[config.mk]
export PLATFORM = sky130hd
export DESIGN_NAME = bnn_mismatch_engine
export DESIGN_NICKNAME = d
export VERILOG_FILES = /design/src/rtl/bme_pkg.sv /design/src/rtl/bme_lane.sv /design/src/rtl/bme_ctrl.sv /design/src/rtl/bme_reduce.sv /design/src/rtl/bnn_mismatch_engine.sv
export SDC_FILE = /design/constraint.sdc
export NUM_CORES = 1
export LEC_CHECK = 0
export BUFFER_PORTS_ARGS = -buffer_cell sky130_fd_sc_hd__buf_2
export CAP_MARGIN = 10
export CORE_MARGIN = 3
export CORE_UTILIZATION = 62
export DETAILED_ROUTE_END_ITERATION = 10
export PLACE_DENSITY = 0.9
export SLEW_MARGIN = 20
export SYNTH_ARGS = -nofsm -noshare
export SYNTH_HDL_FRONTEND = slang
export SYNTH_SLANG_ARGS = --single-unit
[constraint.sdc]
create_clock -name clk -period 6.85 [get_ports clk]
set_input_delay 1.0275 -clock clk [delete_from_list [all_inputs] [get_ports clk]]
set_output_delay 1.0275 -clock clk [all_outputs]
set_load 0.005 [all_outputs]
[src/rtl/bme_pkg.sv]
package bme_pkg;

    localparam int LANES   = 16;
    localparam int WORD_W  = 32;
    localparam int IDX_W   = $clog2(LANES);
    localparam int NCNT_W  = $clog2(LANES + 1);
    localparam int RND_W   = $clog2(WORD_W);
    localparam int LCNT_W  = $clog2(WORD_W + 1);
    localparam int SUM_W   = $clog2(LANES * WORD_W + 1);
    localparam int DOT_W   = SUM_W + 1;

    typedef enum logic [1:0] {
        PH_IDLE  = 2'd0,
        PH_LOAD  = 2'd1,
        PH_SHIFT = 2'd2,
        PH_SUM   = 2'd3
    } phase_e;

    typedef struct packed {
        logic clear;
        logic load;
        logic shift;
        logic acc;
        logic last;
    } step_s;

    function automatic logic [NCNT_W-1:0] clamp_count(input logic [NCNT_W-1:0] req);
        if (req == '0 || req > NCNT_W'(LANES))
            return NCNT_W'(LANES);
        return req;
    endfunction

endpackage

[src/rtl/bme_lane.sv]
module bme_lane
    import bme_pkg::*;
(
    input  logic              clk,
    input  logic              rst,
    input  logic              clear,
    input  logic              load_en,
    input  logic [WORD_W-1:0] load_word,
    input  logic              shift_en,
    output logic [LCNT_W-1:0] cnt
);

    logic [WORD_W-1:0] word_q;
    logic [LCNT_W-1:0] cnt_q;

    always_ff @(posedge clk) begin
        if (rst || clear) begin
            word_q <= '0;
            cnt_q  <= '0;
        end else if (load_en) begin
            word_q <= load_word;
            cnt_q  <= '0;
        end else if (shift_en) begin
            cnt_q  <= cnt_q + LCNT_W'(word_q[0]);
            word_q <= {1'b0, word_q[WORD_W-1:1]};
        end
    end

    assign cnt = cnt_q;

    // a shift always leaves a zero in the top bit
    assert_logical_shift_R5: assert property (@(posedge clk) disable iff (rst)
        shift_en && !clear && !load_en |=> !word_q[WORD_W-1]);

    // a lane never counts more bits than one word holds
    assert_lane_bound_R2: assert property (@(posedge clk) disable iff (rst)
        cnt_q <= LCNT_W'(WORD_W));

endmodule

[src/rtl/bme_ctrl.sv]
module bme_ctrl
    import bme_pkg::*;
(
    input  logic              clk,
    input  logic              rst,
    input  logic              start,
    input  logic [NCNT_W-1:0] word_count,
    output step_s             step,
    output logic [IDX_W-1:0]  idx,
    output logic [NCNT_W-1:0] n_eff,
    output logic              busy,
    output logic              done
);

    phase_e             phase_q;
    logic [IDX_W-1:0]   idx_q;
    logic [RND_W-1:0]   round_q;
    logic [NCNT_W-1:0]  n_q;
    logic               done_q;
    logic               at_last;

    assign at_last = ({1'b0, idx_q} == (n_q - NCNT_W'(1)));

    always_ff @(posedge clk) begin
        if (rst) begin
            phase_q <= PH_IDLE;
            idx_q   <= '0;
            round_q <= '0;
            n_q     <= '0;
            done_q  <= 1'b0;
        end else begin
            done_q <= 1'b0;
            unique case (phase_q)
                PH_IDLE: begin
                    if (start) begin
                        n_q     <= clamp_count(word_count);
                        idx_q   <= '0;
                        phase_q <= PH_LOAD;
                    end
                end
                PH_LOAD: begin
                    if (at_last) begin
                        idx_q   <= '0;
                        round_q <= '0;
                        phase_q <= PH_SHIFT;
                    end else begin
                        idx_q <= idx_q + IDX_W'(1);
                    end
                end
                PH_SHIFT: begin
                    round_q <= round_q + RND_W'(1);
                    if (round_q == RND_W'(WORD_W - 1)) begin
                        idx_q   <= '0;
                        phase_q <= PH_SUM;
                    end
                end
                PH_SUM: begin
                    if (at_last) begin
                        idx_q   <= '0;
                        done_q  <= 1'b1;
                        phase_q <= PH_IDLE;
                    end else begin
                        idx_q <= idx_q + IDX_W'(1);
                    end
                end
                default: phase_q <= PH_IDLE;
            endcase
        end
    end

    always_comb begin
        step.clear = (phase_q == PH_IDLE) && start;
        step.load  = (phase_q == PH_LOAD);
        step.shift = (phase_q == PH_SHIFT);
        step.acc   = (phase_q == PH_SUM);
        step.last  = (phase_q == PH_SUM) && at_last;
    end

    assign idx   = idx_q;
    assign n_eff = n_q;
    assign busy  = (phase_q != PH_IDLE);
    assign done  = done_q;

    // completion is a single-cycle pulse
    assert_done_pulse_R7: assert property (@(posedge clk) disable iff (rst)
        done |=> !done);

    // done coincides with the idle state
    assert_done_idle_R7: assert property (@(posedge clk) disable iff (rst)
        done |-> !busy);

    // a start seen during a job leaves the job length untouched
    assert_start_ignored_R8: assert property (@(posedge clk) disable iff (rst)
        busy && start |=> n_q == $past(n_q));

    // the read address never reaches past the job length
    assert_addr_range_R4: assert property (@(posedge clk) disable iff (rst)
        busy && phase_q == PH_LOAD |-> {1'b0, idx_q} < n_q);

    // an accepted job length is within 1..LANES
    assert_len_range_R3: assert property (@(posedge clk) disable iff (rst)
        busy |-> (n_q != '0) && (n_q <= NCNT_W'(LANES)));

endmodule

[src/rtl/bme_reduce.sv]
module bme_reduce
    import bme_pkg::*;
(
    input  logic                     clk,
    input  logic                     rst,
    input  step_s                    step,
    input  logic [LCNT_W-1:0]        cnt_sel,
    input  logic [NCNT_W-1:0]        n_eff,
    output logic [SUM_W-1:0]         result,
    output logic signed [DOT_W-1:0]  dot
);

    logic [SUM_W-1:0] acc_q;
    logic [SUM_W-1:0] result_q;
    logic [DOT_W-1:0] dot_q;
    logic [SUM_W-1:0] sum_next;
    logic [DOT_W-1:0] dot_next;

    assign sum_next = acc_q + SUM_W'(cnt_sel);
    assign dot_next = DOT_W'(n_eff) * DOT_W'(WORD_W) - (DOT_W'(sum_next) << 1);

    always_ff @(posedge clk) begin
        if (rst) begin
            acc_q    <= '0;
            result_q <= '0;
            dot_q    <= '0;
        end else if (step.clear) begin
            acc_q <= '0;
        end else if (step.acc) begin
            if (step.last) begin
                result_q <= sum_next;
                dot_q    <= dot_next;
                acc_q    <= '0;
            end else begin
                acc_q <= sum_next;
            end
        end
    end

    assign result = result_q;
    assign dot    = $signed(dot_q);

    // outputs only move on the completing step
    assert_result_hold_R9: assert property (@(posedge clk) disable iff (rst)
        !step.last |=> $stable(result_q) && $stable(dot_q));

    // the total never exceeds the lane capacity
    assert_sum_bound_R2: assert property (@(posedge clk) disable iff (rst)
        result_q <= SUM_W'(LANES * WORD_W));

endmodule

[src/rtl/bnn_mismatch_engine.sv]
module bnn_mismatch_engine
    import bme_pkg::*;
(
    input  logic                     clk,
    input  logic                     rst,
    input  logic                     start,
    input  logic [NCNT_W-1:0]        word_count,
    output logic [IDX_W-1:0]         rd_addr,
    input  logic [WORD_W-1:0]        act_rdata,
    input  logic [WORD_W-1:0]        wgt_rdata,
    output logic                     busy,
    output logic                     done,
    output logic [SUM_W-1:0]         mismatch,
    output logic signed [DOT_W-1:0]  dot
);

    step_s             step;
    logic [IDX_W-1:0]  idx;
    logic [NCNT_W-1:0] n_eff;
    logic [LCNT_W-1:0] lane_cnt [LANES];
    logic [LCNT_W-1:0] cnt_sel;
    logic [WORD_W-1:0] xor_word;

    assign xor_word = act_rdata ^ wgt_rdata;
    assign rd_addr  = idx;

    bme_ctrl u_ctrl (
        .clk        (clk),
        .rst        (rst),
        .start      (start),
        .word_count (word_count),
        .step       (step),
        .idx        (idx),
        .n_eff      (n_eff),
        .busy       (busy),
        .done       (done)
    );

    for (genvar g = 0; g < LANES; g++) begin : g_lane
        bme_lane u_lane (
            .clk       (clk),
            .rst       (rst),
            .clear     (step.clear),
            .load_en   (step.load && (idx == IDX_W'(g))),
            .load_word (xor_word),
            .shift_en  (step.shift),
            .cnt       (lane_cnt[g])
        );
    end

    assign cnt_sel = lane_cnt[idx];

    bme_reduce u_reduce (
        .clk     (clk),
        .rst     (rst),
        .step    (step),
        .cnt_sel (cnt_sel),
        .n_eff   (n_eff),
        .result  (mismatch),
        .dot     (dot)
    );

endmodule

After elaboration in Yosys (flattened, before gate mapping)
Cells that the tools add are included.

Register bits after elaboration: 656. Input bits: 72. Output and inout port bits: 27. Word-level logic and storage cells: 210.

Add/subtract/negate cells: 21. $lt $le $gt $ge: 2. Equal/unequal tests: 24. Multiplexer cells: 54. Bitwise operators: 4. Reduce and logical (&&, ||, !) cells: 65.

Operator list (number): $mux W32 (32); $add A6 B1 Y6 (16); $reduce_or A2 Y1 (19); $reduce_bool A2 Y1 (18); $eq A4 B4 Y1 const B (8); $xor A32 B32 Y32 (1); $bmux W6 S4 (1); $logic_and A1 B1 Y1 (18); $eq A4 B3 Y1 const B (4); $mux W5 (3); $mux W4 (3); $mux W6 (2); $pmux W4 S3 (1); $sub A10 B11 Y11 (1); $add A10 B6 Y10 (1); $mux W10 (1); $pmux W5 S2 (1); $eq A4 B2 Y1 const B (2); $mux W2 (4); $pmux W2 S4 (1); $reduce_and A2 Y1 (3); $add A5 B1 Y5 const B (1); $eq A4 B5 Y1 (1); $eq A5 B5 Y1 const B (1); other kinds (18) (27).

Longest topological paths before layout
Word-level depth: 7. Gate-level depth with buffers: 19. Mapped depth without buffers: 16.

Modules after synthesis
A second synthesis with hierarchy kept.

Cell total of the unflattened synthesis: 3149. Area, all modules: 32580.0 µm².

Modules (own cells, without submodules): bme_lane (instances 16, cells each 169, area each 1783.0 µm², seq. area each 760.7 µm²); bme_reduce (instances 1, cells each 208, area each 1806.7 µm², seq. area each 580.6 µm²); bnn_mismatch_engine (instances 1, cells each 108, area each 1153.6 µm², seq. area each 0.0 µm²); bme_ctrl (instances 1, cells each 129, area each 1092.3 µm², seq. area each 340.3 µm²).

Worst setup path after synthesis
No wires, ideal clock.

Path kind: register to register. Start point: reg u_ctrl.idx_q[0], in the netlist u_ctrl.idx[0]. End point: reg u_reduce.dot_q[8], in the netlist u_reduce.dot[8]. Setup time: 88 ps. Arrival: 5142 ps. Data required time: 6762 ps. Setup slack: 1620 ps. Stages on the path, launching flop included: 18. Path buffers: 3. Period minus slack after synthesis: 5230 ps. Cells stage by stage: dfxtp_1 -> buf_2 -> clkbuf_1 -> clkbuf_1 -> mux4_2 -> mux4_2 -> ha_1 -> fa_1 -> a211o_1 -> a21oi_1 -> inv_1 -> ha_1 -> a311oi_1 -> a311o_1 -> maj3_2 -> xor2_1 -> and3_1 -> nor4_2.

Cells in the longest elaborated chain, start to end: 6. Elaborated cells on any way between the ends: 9. Classes of those cells: add/sub: 2; eq/ne: 1; mux: 3; bitwise: 1; reduce/logical: 2.

Ends and longest elaborated chain: start, declared (RTL line bme_ctrl.sv:16) `logic [IDX_W-1:0] idx_q;`; start signal, assigned (RTL line bme_ctrl.sv:47) `idx_q <= idx_q + IDX_W'(1);`; start signal, assigned (RTL line bme_ctrl.sv:63) `idx_q <= idx_q + IDX_W'(1);`; $not A4 Y5 (not written as such) (RTL line bnn_mismatch_engine.sv:51) `assign cnt_sel = lane_cnt[idx];`; $bmux W6 S4 (RTL line bnn_mismatch_engine.sv:51); $mux W6 (not written as such) (2 in series) (RTL line bnn_mismatch_engine.sv:51); $add A10 B6 Y10 (RTL line bme_reduce.sv:19) `assign sum_next = acc_q + SUM_W'(cnt_sel);`; $sub A10 B11 Y11 (RTL line bme_reduce.sv:20) `assign dot_next = DOT_W'(n_eff) * DOT_W'(WORD_W) - (DOT_W'(sum_next) << 1);`; end signal, assigned (RTL line bme_reduce.sv:32) `dot_q <= dot_next;`; end, declared (RTL line bme_reduce.sv:15) `logic [DOT_W-1:0] dot_q;`.

Parallel ways exist; a longest one is shown, timed or not. The select of a mux whose other input is x is not followed. A chain may end at the register's enable or synchronous reset.

Worst setup path after layout
Start point: reg u_ctrl.idx_q[1], in the netlist u_ctrl.idx[1]. End point: reg u_reduce.dot_q[8], in the netlist u_reduce.dot[8].

The elaborated chain is that of the path after synthesis.

==> metrics.cfg <==
[logic_synthesis]
yosys.area.top_type_share_pct = 43.8
synthFlopType = dfxtp_1
ys_ff_latch = 654
syn-num-nets = 3279
ys_warn_count = 0
synthArstFlopShare_pct = 0
avgSynthCellArea_um2 = 9.49
ys_types = 54
synthTopCellsByArea = dfxtp_1 44%, mux2i_1 18%, a211oi_1 13%, nor2_1 8.0%, clkbuf_1 3.4%
synth_area_um2 = 29900
synth.yosys.seq_area_share_pct = 43.8
synth_top_cell_by_area = dfxtp_1
synth_edf_count = 0
synth_cells = 3152

[pwr]
p_clk_share_pct = 36.4
power.switching_uw = 3030
p_seq_share_pct = 41.0
power_density_nw_per_um2 = 300
power_frac_comb_pct = 22.6
p_sw_share_pct = 30.9
ir_drop_mv = 0.276
p_int_uw = 6790
p_leak_uw = 0.0109

[layout]
multi_input_area_um2 = 15900
antenna_cells = 0
nNetsFinal = 3195
area_growth_pct = 9.54
register_area_um2 = 13100
drive_gt1_share_pct = 9.98
final.fill_count = 3169

[global_routing]
grt_pass1_wl_um = 120000
antenna_found_initial = 0
grt_pass1_vias = 23470
grt_overflow = 0
grt_max_degree = 172
grtUsageTotal_pct = 28.8

[sta]
rsz0062_at_grt = false
hold_viol_final = 0
clock_skew_ns = 0.0225
fin_crit_sh_pct = 79.0
maxSlewHeadroom_pct = 19.8
worst_hold_slack_ns = 0.470
worst_pin_slew_ns = 1.20
fin_setup_tns_ns = 0
slew_viol_final = 0
max_freq_ghz = 0.185
setup_viol_count_final = 0
fin_crit_ns = 5.41

[worst_setup_path]
r2r_end = u_reduce.dot[8]
crit_slowest_cell = dfxtp_1
cp.arrival_ns = 5.93
slowest_delay_ns = 0.84
reg2reg_from = u_ctrl.idx[1]
cp-end-kind = register
critical_path_required_ns = 7.37
path_cells = buf_4 > mux4_2 > mux4_2 > ha_1 > o21ai_0 > or2_2 > nand2b_1 > a21oi_1 > xnor2_1 > inv_1 > ha_1 > nor2_1 > a311o_1 > maj3_2 > xor2_1 > and3_1 > nor4_2
crit_family = adder cells
start_kind = register
ff2ff_path_depth = 17
regToRegSetupSlack_ns = 1.44
path_buf_inv = 2
critPathMaxFanout = 16
worstSetupPathType = reg2reg

[floorplan]
boundaryPins = 99
initial_utilization_pct = 63.4
die_h_um = 226
die_area_um2 = 50900
design.core.area_um2 = 47100
rows = 79
die_w_um = 226

[cts]
cts_buffers = 67
clock-sinks = 654
cts_hold_buffers = 0
insertion_delay_ns = 0.61
cts_tree = built
clk_pin_slew_ns = 0.06
h-tree-depth = 3
ctsLongestPathBuffers = 3
post_cts_buffers = 0
ctsResizeCount = 0
root_buffer = clkbuf_16

[placed_design]
place_hpwl_um = 44900
port_buffers = 97
gp_congestion = 0.848

[worst_hold_path]
hold_depth = 2
worstHoldStart = u_reduce.acc_q[0]
hold_class = reg2reg
min_to = u_reduce.acc_q[0]

[drt]
drtIter0Drc = 2467
dr.pass1.iters = 5
antenna_left = 0
drc_errors = 0
wl_per_cell_um = 20.1
vias = 23842
vias_per_cell = 6.42
totalWireLength_um = 74700

[outcome]
status = complete, no violations

[flow_run]
cap_violations = 0

-- synth_stat cells, types with 2 or more instances --
library cell,n
dfxtp_1,654
nor2_1,640
mux2i_1,542
a211oi_1,505
clkbuf_1,268
xor2_1,88
nand2_1,70
ha_1,54
nand4_1,53
a21oi_1,48
nand3_1,39
mux4_2,30
xnor2_1,27
buf_1,19
inv_1,18
o21ai_0,15
nor3_1,8
nand2b_1,7
and3_1,5
buf_2,5
nor3b_1,5
and2_1,4
or3_1,4
a21o_1,3
nor2b_1,3
o211ai_1,3
a211o_1,2
a311oi_1,2
a32oi_1,2
buf_4,2
clkinv_1,2
o21bai_1,2
o31ai_1,2
-- cells by family after synthesis --
logic type,count (synthesis),share of synthesized area [%]
other cells,1,0.0125
flops,654,43.8
xor+xnor,115,3.37
fa+ha+maj,56,2.36
mux,572,20.4
buf+inv,314,3.99
simple gates,847,11.7
compound gates,593,14.4
-- worst register-to-register path, cell delays in order (launching register included) --
cell and delay, ns:
dfxtp_1 0.84, buf_4 0.35, mux4_2 0.52, mux4_2 0.49
ha_1 0.42, o21ai_0 0.16, or2_2 0.35, nand2b_1 0.09
a21oi_1 0.07, xnor2_1 0.32, inv_1 0.09, ha_1 0.36
nor2_1 0.05, a311o_1 0.28, maj3_2 0.34, xor2_1 0.16
and3_1 0.20, nor4_2 0.23
-- cells in the final DEF, fill, tap and decap left out, drive strengths merged, types with 48 or more instances in the layout --
cell type	Yosys	routed
nand4	53	53
clkbuf	268	90
dfxtp	654	654
a21oi	48	48
mux2i	542	542
buf	26	141
xor2	88	88
ha	54	54
a211oi	505	505
nor2	640	640
nand2	70	70
-- power groups by stage --
stage	clock network [uW]	logic, uW	registers, uW
after CTS	3600	2180	4020
after detailed placement	0	2160	4100
after global routing	3750	2340	4040
after floorplan	0	1800	4030
after global placement	0	2120	4100
final	3570	2220	4020
-- final cells by class --
cell class                 count  area share, %
inverter                      20          0.229
tap                          607           2.32
clock inverter                16          0.535
timing repair buffer         141           2.64
sequential                   654           40.0
clock buffer                  90           5.91
multi-input combinational   2184           48.4
-- registers in the layout, indices dropped and copies added, names as in the netlist --
name and count:
g_lane.u_lane.cnt 96, g_lane.u_lane.word_q 512, u_ctrl.done 1, u_ctrl.idx 4, u_ctrl.n_eff 5, u_ctrl.phase_q 2
u_ctrl.round_q 5, u_reduce.acc_q 10, u_reduce.dot 9, u_reduce.result 10
-- metrics by stage --
| stage | std cells | worst slack, ns | area, um^2 | utilization, % | power (uW) |
|---|---|---|---|---|---|
| 6_report | 3712 | 1.44 | 32800 | 69.5 | 9820 |
| 3_5_place_dp | 3606 | 1.46 | 30600 | 65.0 | 6260 |
| 2_1_floorplan | 3152 | 1.62 | 29900 | - | 5830 |
| 5_1_grt | 3712 | 1.14 | 32800 | 69.5 | 10100 |
| 4_1_cts | 3712 | 1.44 | 32800 | 69.5 | 9800 |
| 3_3_place_gp | 3606 | 1.53 | 30600 | 65.0 | 6210 |
-- worst max-delay path by stage --
stage,start,to,slack [ns],cells past startpoint
floorplan,u_ctrl.idx[0],u_reduce.dot[8],1.62,17
global placement,u_ctrl.idx[1],u_reduce.dot[8],1.53,17
detailed placement,u_ctrl.idx[1],u_reduce.dot[8],1.46,17
CTS,u_ctrl.idx[1],u_reduce.dot[8],1.44,17
global route,u_ctrl.idx[1],u_reduce.dot[8],1.14,17
finish,u_ctrl.idx[1],u_reduce.dot[8],1.44,17
-- metal layers --
layer	up-vias	track usage (%)	wire, um
li1	11147	-	-
met1	11516	37.0	31100
met2	967	47.9	35600
met3	212	5.59	5590
met4	0	11.6	2410
met5	-	0	0
No activity file was read; power rests on OpenSTA's default activity.
